--- src/rtl/bfr_pkg.sv ---
package bfr_pkg;

    localparam int unsigned LINE_WORDS = 4;
    localparam int unsigned BEAT_CNT_W = 3;

    typedef enum logic [1:0] {
        ST_IDLE = 2'd0,
        ST_WAIT = 2'd1,
        ST_DONE = 2'd2
    } bfr_state_e;

    typedef struct packed {
        logic        strobe;
        logic        ack;
        logic [1:0]  idx;
    } beat_out_t;

    function automatic logic [31:0] fill_word(input int unsigned w);
        logic [31:0] wv;
        wv = w;
        return {16'hC0DE, wv[15:0]};
    endfunction

endpackage

--- src/rtl/bfr_lw_counter.sv ---
module bfr_lw_counter
    import bfr_pkg::*;
(
    input  logic                    clk,
    input  logic                    rst,
    input  logic                    load,
    input  logic [1:0]              start_idx,
    input  logic                    step,
    output logic [1:0]              idx,
    output logic [BEAT_CNT_W-1:0]   beats_sent
);

    always_ff @(posedge clk) begin
        if (rst) begin
            idx        <= 2'd0;
            beats_sent <= '0;
        end else if (load) begin
            idx        <= start_idx;
            beats_sent <= '0;
        end else if (step) begin
            idx        <= idx + 2'd1;
            beats_sent <= beats_sent + 1'b1;
        end
    end

endmodule

--- src/rtl/bfr_wait_timer.sv ---
module bfr_wait_timer #(
    parameter int unsigned FIRST_WAIT = 2,
    parameter int unsigned LATER_WAIT = 1
) (
    input  logic clk,
    input  logic rst,
    input  logic load_first,
    input  logic load_later,
    output logic expired
);

    localparam int unsigned MAXW = (FIRST_WAIT > LATER_WAIT) ? FIRST_WAIT : LATER_WAIT;
    localparam int unsigned CW   = (MAXW < 2) ? 1 : $clog2(MAXW + 1);
    localparam logic [CW-1:0] FW_V = CW'(FIRST_WAIT);
    localparam logic [CW-1:0] LW_V = CW'(LATER_WAIT);

    logic [CW-1:0] cnt;

    always_ff @(posedge clk) begin
        if (rst)             cnt <= '0;
        else if (load_first) cnt <= FW_V;
        else if (load_later) cnt <= LW_V;
        else if (cnt != '0)  cnt <= cnt - 1'b1;
    end

    assign expired = (cnt == '0);

endmodule

--- src/rtl/bfr_line_store.sv ---
module bfr_line_store
    import bfr_pkg::*;
#(
    parameter int unsigned WORD_AW = 6
) (
    input  logic               clk,
    input  logic               rst,
    input  logic               rd_en,
    input  logic [WORD_AW-1:0] rd_addr,
    output logic [31:0]        rd_data
);

    localparam int unsigned DEPTH = 1 << WORD_AW;

    logic [31:0] mem [DEPTH];

    always_ff @(posedge clk) begin
        if (rst) begin
            for (int i = 0; i < DEPTH; i++) mem[i] <= fill_word(i);
        end
    end

    always_ff @(posedge clk) begin
        if (rst)        rd_data <= '0;
        else if (rd_en) rd_data <= mem[rd_addr];
    end

endmodule

--- src/rtl/burst_fill_responder.sv ---
module burst_fill_responder
    import bfr_pkg::*;
#(
    parameter int unsigned ADDR_W     = 8,
    parameter int unsigned FIRST_WAIT = 2,
    parameter int unsigned LATER_WAIT = 1
) (
    input  logic              clk,
    input  logic              rst,
    input  logic              addr_strobe,
    input  logic [ADDR_W-1:0] addr,
    input  logic              burst_req,
    input  logic              rd_wr,
    input  logic              wrap_mode,
    output logic              burst_ack,
    output logic              term_strobe,
    output logic [31:0]       rd_data
);

    localparam int unsigned WORD_AW = ADDR_W - 2;
    localparam int unsigned LINE_W  = ADDR_W - 4;
    localparam logic [BEAT_CNT_W-1:0] LAST_BEAT = BEAT_CNT_W'(LINE_WORDS - 1);

    bfr_state_e        state, state_nx;
    logic [LINE_W-1:0] line_q;
    logic [1:0]        idx;
    logic [BEAT_CNT_W-1:0] beats_sent;
    logic              start, issue, more, timer_zero;
    beat_out_t         out_q;
    logic [1:0]        dlv_idx;

    assign start = (state == ST_IDLE) && addr_strobe && rd_wr;
    assign issue = (state == ST_WAIT) && addr_strobe && timer_zero;
    assign more  = burst_req && (beats_sent < LAST_BEAT) && !(!wrap_mode && idx == 2'd3);

    always_comb begin
        state_nx = state;
        case (state)
            ST_IDLE: if (start) state_nx = ST_WAIT;
            ST_WAIT: begin
                if (!addr_strobe)      state_nx = ST_IDLE;
                else if (issue && !more) state_nx = ST_DONE;
            end
            ST_DONE: if (!addr_strobe) state_nx = ST_IDLE;
            default: state_nx = ST_IDLE;
        endcase
    end

    always_ff @(posedge clk) begin
        if (rst) begin
            state  <= ST_IDLE;
            line_q <= '0;
            out_q  <= '0;
        end else begin
            state <= state_nx;
            if (start) line_q <= addr[ADDR_W-1:4];
            out_q.strobe <= issue;
            out_q.ack    <= issue && more;
            if (issue) out_q.idx <= idx;
        end
    end

    assign dlv_idx = out_q.idx;

    bfr_lw_counter u_cnt (
        .clk        (clk),
        .rst        (rst),
        .load       (start),
        .start_idx  (addr[3:2]),
        .step       (issue),
        .idx        (idx),
        .beats_sent (beats_sent)
    );

    bfr_wait_timer #(
        .FIRST_WAIT (FIRST_WAIT),
        .LATER_WAIT (LATER_WAIT)
    ) u_tmr (
        .clk        (clk),
        .rst        (rst),
        .load_first (start),
        .load_later (issue),
        .expired    (timer_zero)
    );

    bfr_line_store #(
        .WORD_AW (WORD_AW)
    ) u_mem (
        .clk     (clk),
        .rst     (rst),
        .rd_en   (issue),
        .rd_addr ({line_q, idx}),
        .rd_data (rd_data)
    );

    assign term_strobe = out_q.strobe;
    assign burst_ack   = out_q.ack;

endmodule

--- config.mk ---
export PLATFORM = sky130hd
export DESIGN_NAME = burst_fill_responder
export DESIGN_NICKNAME = d
export VERILOG_FILES = /design/src/rtl/bfr_pkg.sv /design/src/rtl/bfr_lw_counter.sv /design/src/rtl/bfr_wait_timer.sv /design/src/rtl/bfr_line_store.sv /design/src/rtl/burst_fill_responder.sv
export SDC_FILE = /design/constraint.sdc
export NUM_CORES = 1
export LEC_CHECK = 0
export BUFFER_PORTS_ARGS = -buffer_cell sky130_fd_sc_hd__buf_4
export CORE_MARGIN = 2
export CORE_UTILIZATION = 38
export CTS_BUF_LIST = sky130_fd_sc_hd__clkbuf_8
export DETAILED_ROUTE_END_ITERATION = 6
export PLACE_DENSITY = 0.7
export SLEW_MARGIN = 20
export SYNTH_ARGS = -nofsm -noshare
export SYNTH_HDL_FRONTEND = slang
export SYNTH_SLANG_ARGS = --single-unit
--- constraint.sdc ---
create_clock -name clk -period 2.3 [get_ports clk]
set_clock_uncertainty 0.05 [all_clocks]
set_input_delay 0 -clock clk [delete_from_list [all_inputs] [get_ports clk]]
set_output_delay 0 -clock clk [all_outputs]
set_load 0.02 [all_outputs]
* Word level (Yosys, flattened, before mapping)
Memory sizes are Yosys's and may differ from the RTL's. A register that Yosys moved wholly into a read port is not among the register bits.
Index checks and enable logic that the tools add are counted.
** Operators by class
- Multiplexer cells :: 12
- Eq/ne operators :: 6
- Add/subtract/negate cells :: 3
- Reduce and logical (&&, ||, !) cells :: 20
- $lt $le $gt $ge :: 1
** Operators with widths (count)
- 2-bit two-way mux :: 9
- 1-bit logical AND :: 9
- 2-bit one-hot mux with 3 select lines :: 1
- 2-bit nonzero test :: 3
- 2-bit equality test (second input constant) :: 2
- 2-bit zero test :: 2
- 2-bit != test (second input constant) :: 2
- 3-bit by 1-bit adder with 3-bit output (second input constant) :: 1
- 1-bit zero test :: 3
- 3-bit by 2-bit < comparator with 1-bit output (second input constant) :: 1
- 3-bit by 2-bit != test with 1-bit output (second input constant) :: 1
- 3-bit AND reduction :: 1
- 3-bit nonzero test :: 1
- 2-bit by 1-bit adder with 2-bit output (second input constant) :: 1
- 2-bit by 1-bit equality test with 1-bit output (second input constant) :: 1
- 1-bit two-way mux :: 2
- 2-bit OR reduction :: 1
- 2-bit by 1-bit subtractor with 2-bit output (second input constant) :: 1
** Word-level totals
- Memories kept :: 1
- RAM bits :: 384
- Register bits after elaboration :: 47
** Memory list
- u_mem.mem :: depth 64, bits a word 6, rd ports 1, clocked after memory_dff 1, wr ports 64, line bfr_line_store.sv:15 : logic [31:0] mem [DEPTH];

* Logic depth before layout (Yosys ltp)
- Word-level depth :: 9
- Mapped depth :: 4
- Mapped depth without buffers :: 4

* Modules after synthesis
A second synthesis with hierarchy kept.
** Second synthesis, totals
- Cell total of the unflattened synthesis :: 116
- Area total of the unflattened synthesis :: 1133.6 um2
** Modules (own cells, without submodules)
- bfr_line_store :: cells each 48, seq. area each 140.1 um2, area an instance 432.9 um2, instances 1
- burst_fill_responder :: cells each 33, seq. area each 160.2 um2, area an instance 340.3 um2, instances 1
- bfr_lw_counter :: cells each 23, seq. area each 100.1 um2, area an instance 244.0 um2, instances 1
- bfr_wait_timer :: cells each 12, seq. area each 40.0 um2, area an instance 116.4 um2, instances 1

* Worst setup path after synthesis
OpenSTA, ideal clock, no wires.
- Path type :: reg2reg
- From :: register state[0]
- To :: register u_cnt.beats_sent[2]
- Buffers on the path :: 0
- Stages on the path, launching flop included :: 4
- Arrival :: 1.255 ns
- Library setup time :: 0.070 ns
- Data required time :: 2.180 ns
- Slack :: 0.925 ns
- Cell sequence :: dfxtp_1 or3b_1 or4_1 a21oi_1
** Between the ends
- Cells in the longest elaborated chain, start to end :: 4
- Elaborated cells between the ends (all ways) :: 7
** RTL lines
- start, declared :: line burst_fill_responder.sv:24 : bfr_state_e state, state_nx;
- start signal, assigned :: line burst_fill_responder.sv:55 : state <= state_nx;
- 2-bit zero test :: line burst_fill_responder.sv:32 : assign start = (state == ST_IDLE) && addr_strobe && rd_wr;
- 1-bit logical AND (2 in a row) :: line burst_fill_responder.sv:32
- 2-bit OR reduction (no line)
- end signal, assigned :: line bfr_lw_counter.sv:22 : beats_sent <= beats_sent + 1'b1;
- end, declared :: line bfr_lw_counter.sv:10 : output logic [BEAT_CNT_W-1:0] beats_sent
Several ways; a longest one is shown, not always the timed one.
A chain may end at the register's enable or synchronous reset.

* Worst setup path in the final report
- From :: register state[1]
- To :: register line_q[0]
** Between the ends
- Cells in the longest elaborated chain, start to end :: 3
** RTL lines
- 2-bit zero test :: line burst_fill_responder.sv:32
- 1-bit logical AND (2 in a row) :: line burst_fill_responder.sv:32
- end signal, assigned :: line burst_fill_responder.sv:56 : if (start) line_q <= addr[ADDR_W-1:4];
- end, declared :: line burst_fill_responder.sv:25 : logic [LINE_W-1:0] line_q;
Every way passes these cells.

==> impl_metrics.tcl <==
set metrics [dict create \
    async_reset_ff_share_pct 0 \
    grt_max_degree 21 \
    peakVddDrop_mv 0.314 \
    syn_area_per_cell_um2 8.29 \
    synth.top_cell.area_share_pct 40.0 \
    remaining_drc_errors 0 \
    internal-power_w 0.000593 \
    place_congestion 0.671 \
    report.final.slew_viol_count 0 \
    syn_inst 133 \
    hpwl_um 1600 \
    whs_endpoint "state[0]$_SDFFE_PP0P_" \
    cp.arrival_ns 1.86 \
    critPathLaunchType "register" \
    clockBufferDepth 2 \
    antenna_cells 0 \
    hold_path.startpoint "rd_wr" \
    worstSkewPairLatency_ns 0.27 \
    num_rows 19 \
    synth-seq-cells 22 \
    cts_made_buffers 3 \
    cts.sinks 22 \
    timing.hold.ws_ns 0.0404 \
    post-route-min-period_ns 1.75 \
    grt_pass1_vias 810 \
    synth_xor_xnor_area_share_pct 0 \
    post_cts_resized 0 \
    setup_viol 0 \
    cap_violations 0 \
    final.setup.tns_ns 0 \
    yosys-top-cells-area "dfxtp_1 40%, buf_4 17%, a21oi_1 7.3%" \
    switching_share_pct 26.3 \
    worstReg2RegStart "state[1]$_SDFFE_PP0P_" \
    period_share_pct 76.0 \
    netlist.top_cell.by_area "dfxtp_1" \
    synth-edff-count 0 \
    via_per_inst 4.92 \
    rsz0062_at_grt "no" \
    met1_length_um 920 \
    drive_gt1_share_pct 21.9 \
    drt-initial-drc-count 16 \
    dp_slack_ns 0.637 \
    path_clk_slew_ns 0.07 \
    synthAdderAreaFrac_pct 2.27 \
    yosysWarnings 0 \
    grt_use_total_pct 14.6 \
    critPathSlowestCell "dlygate4sd3_1" \
    cp_max_fo 9 \
    synth-compound-area-share_pct 16.8 \
    io_buffer_count 27 \
    fin_nets 177 \
    fp.dieArea_um2 3350 \
    io-pin-count 48 \
    tritoncts "done" \
    route.met2.wl_um 1220 \
    p_comb_share_pct 15.5 \
    die_w_um 57.9 \
    fillers 268 \
    switchingPower_w 0.000211 \
    top_layer "met4" \
    cp.required_ns 2.41 \
    yosys.area_share.simple_pct 20.2 \
    endpoint_kind "register" \
    power_w 0.000804 \
    hp-class "in -> reg" \
    dp_cells 178 \
    hold_viol 0 \
    worstSetupPathType "reg -> reg" \
    firstDrtPassIters 4 \
    route.met3.wl_um 136 \
    wl_um 2310 \
    postCtsSetupRepairBufs 0 \
    max_freq_ghz 0.572 \
    seq_area_frac_synth_pct 40.0 \
    ant_nets 0 \
    ff2ff_setup_slack_ns 0.55 \
    pwr-share-clk_pct 34.5 \
    cts_root_buffer "clkbuf_8" \
    pwr-share-seq_pct 50.0 \
    die-height_um 57.9 \
    cts-hold-fix-buffers 9 \
    syn_area_um2 1100 \
    htree_levels 1 \
    max_stage_delay_ns 0.55 \
    p_leak_nw 0.575 \
    syn_to_final_growth_pct 22.5 \
    gr-total-overflow 0 \
    p_per_area_nw_per_um2 595 \
    grt_pass1_wl_um 3690 \
    vias 940 \
    synth_top_family_by_area "buffers and inverters" \
    antenna_found_initial 0 \
    start_util_pct 40.0 \
    layout_common_cells "29 x buf_4, 22 x dfxtp_1, 18 x conb_1, 16 x a21oi_1, 12 x nand2_1" \
    status "finished clean" \
    timing.critical_path.cells "nand4bb_1 -> nand2_1 -> a21oi_1 -> dlygate4sd3_1" \
    coreArea_um2 2760 \
    final_common_cell "buf_4" \
    holdPathStages 3 \
    fin_ws_ns 0.551 \
    fin_cells 191 \
    ys_types 28 \
    synthFlopType "dfxtp_1" \
    routedWlPerCell_um 12.1 \
    muxShareOfSynthArea_pct 0 \
    reg2reg_to "line_q[0]$_SDFFE_PP0P_" \
    r2r_cells 4 \
]
## cells in the mapped netlist (3+ instances only)
cell type  count
a21oi_1       16
buf_2          3
buf_4         25
clkbuf_1       4
dfxtp_1       22
nand2_1       12
nand2b_1       5
nand3_1        9
nor2_1         5
o21ai_0       10
## worst max-delay path, delay by kind of cell (launching register included)
kind            cells  cell delay (ns)
simple gates        2             0.61
buf+inv             1             0.55
flops               1             0.36
compound gates      1             0.07
## metal layers
layer  GRT usage, %  vias to the layer above
met4           7.97                        0
met3           2.90                        3
met1           16.0                      427
met2           26.0                       46
li1               -                      464
met5              0                        -
## state kept, by name (all words and copies together), names as in the netlist
register / flops
u_tmr.cnt: 2
state: 2
u_cnt.idx: 2
burst_ack: 1
u_cnt.beats_sent: 3
term_strobe: 1
line_q: 4
u_mem.rd_data: 7
## power groups by stage
| stage | Sequential (W) | Combinational [W] | Clock (W) |
|---|---|---|---|
| final | 0.000402 | 0.000124 | 0.000278 |
| after global routing | 0.000404 | 0.000134 | 0.000298 |
| after detailed placement | 0.000411 | 0.000112 | 0 |
| after CTS | 0.000402 | 0.000124 | 0.000281 |
| after global placement | 0.000410 | 0.000110 | 0 |
| after floorplan | 0.000411 | 0.000104 | 0 |
## worst max path at each step
stage                          startpoint                                to  slack [ns]
floorplan           state[0]$_SDFFE_PP0P_  u_cnt.beats_sent[2]$_SDFFE_PP0P_        0.92
global placement    state[0]$_SDFFE_PP0P_  u_cnt.beats_sent[2]$_SDFFE_PP0P_        0.69
detailed placement  state[0]$_SDFFE_PP0P_  u_cnt.beats_sent[2]$_SDFFE_PP0P_        0.64
CTS                 state[1]$_SDFFE_PP0P_            line_q[0]$_SDFFE_PP0P_        0.56
global route        state[1]$_SDFFE_PP0P_            line_q[0]$_SDFFE_PP0P_        0.45
finish              state[1]$_SDFFE_PP0P_            line_q[0]$_SDFFE_PP0P_        0.55
## stage by stage
stage / instance area (um2) / utilization, %
6_report: 1350 / 49.0
5_1_grt: 1350 / 49.0
4_1_cts: 1350 / 49.0
3_5_place_dp: 1200 / 43.7
3_3_place_gp: 1200 / 43.7
2_1_floorplan: 1170 / -
## layout make-up
class,instances,area (um2),area share (%)
inverters,2,7.51,0.556
repair buffers,38,308,22.8
multi-input cells,94,500,37.1
flip-flops and latches,22,440,32.6
well taps,31,38.8,2.87
clock buffers,4,55.1,4.08
## cells by family after synthesis
| logic type | Yosys count |
|---|---|
| simple gates | 41 |
| other cells | 1 |
| buf+inv | 34 |
| fa+ha+maj | 2 |
| flops | 22 |
| compound gates | 33 |
No activity file was read; power rests on OpenSTA's default activity.
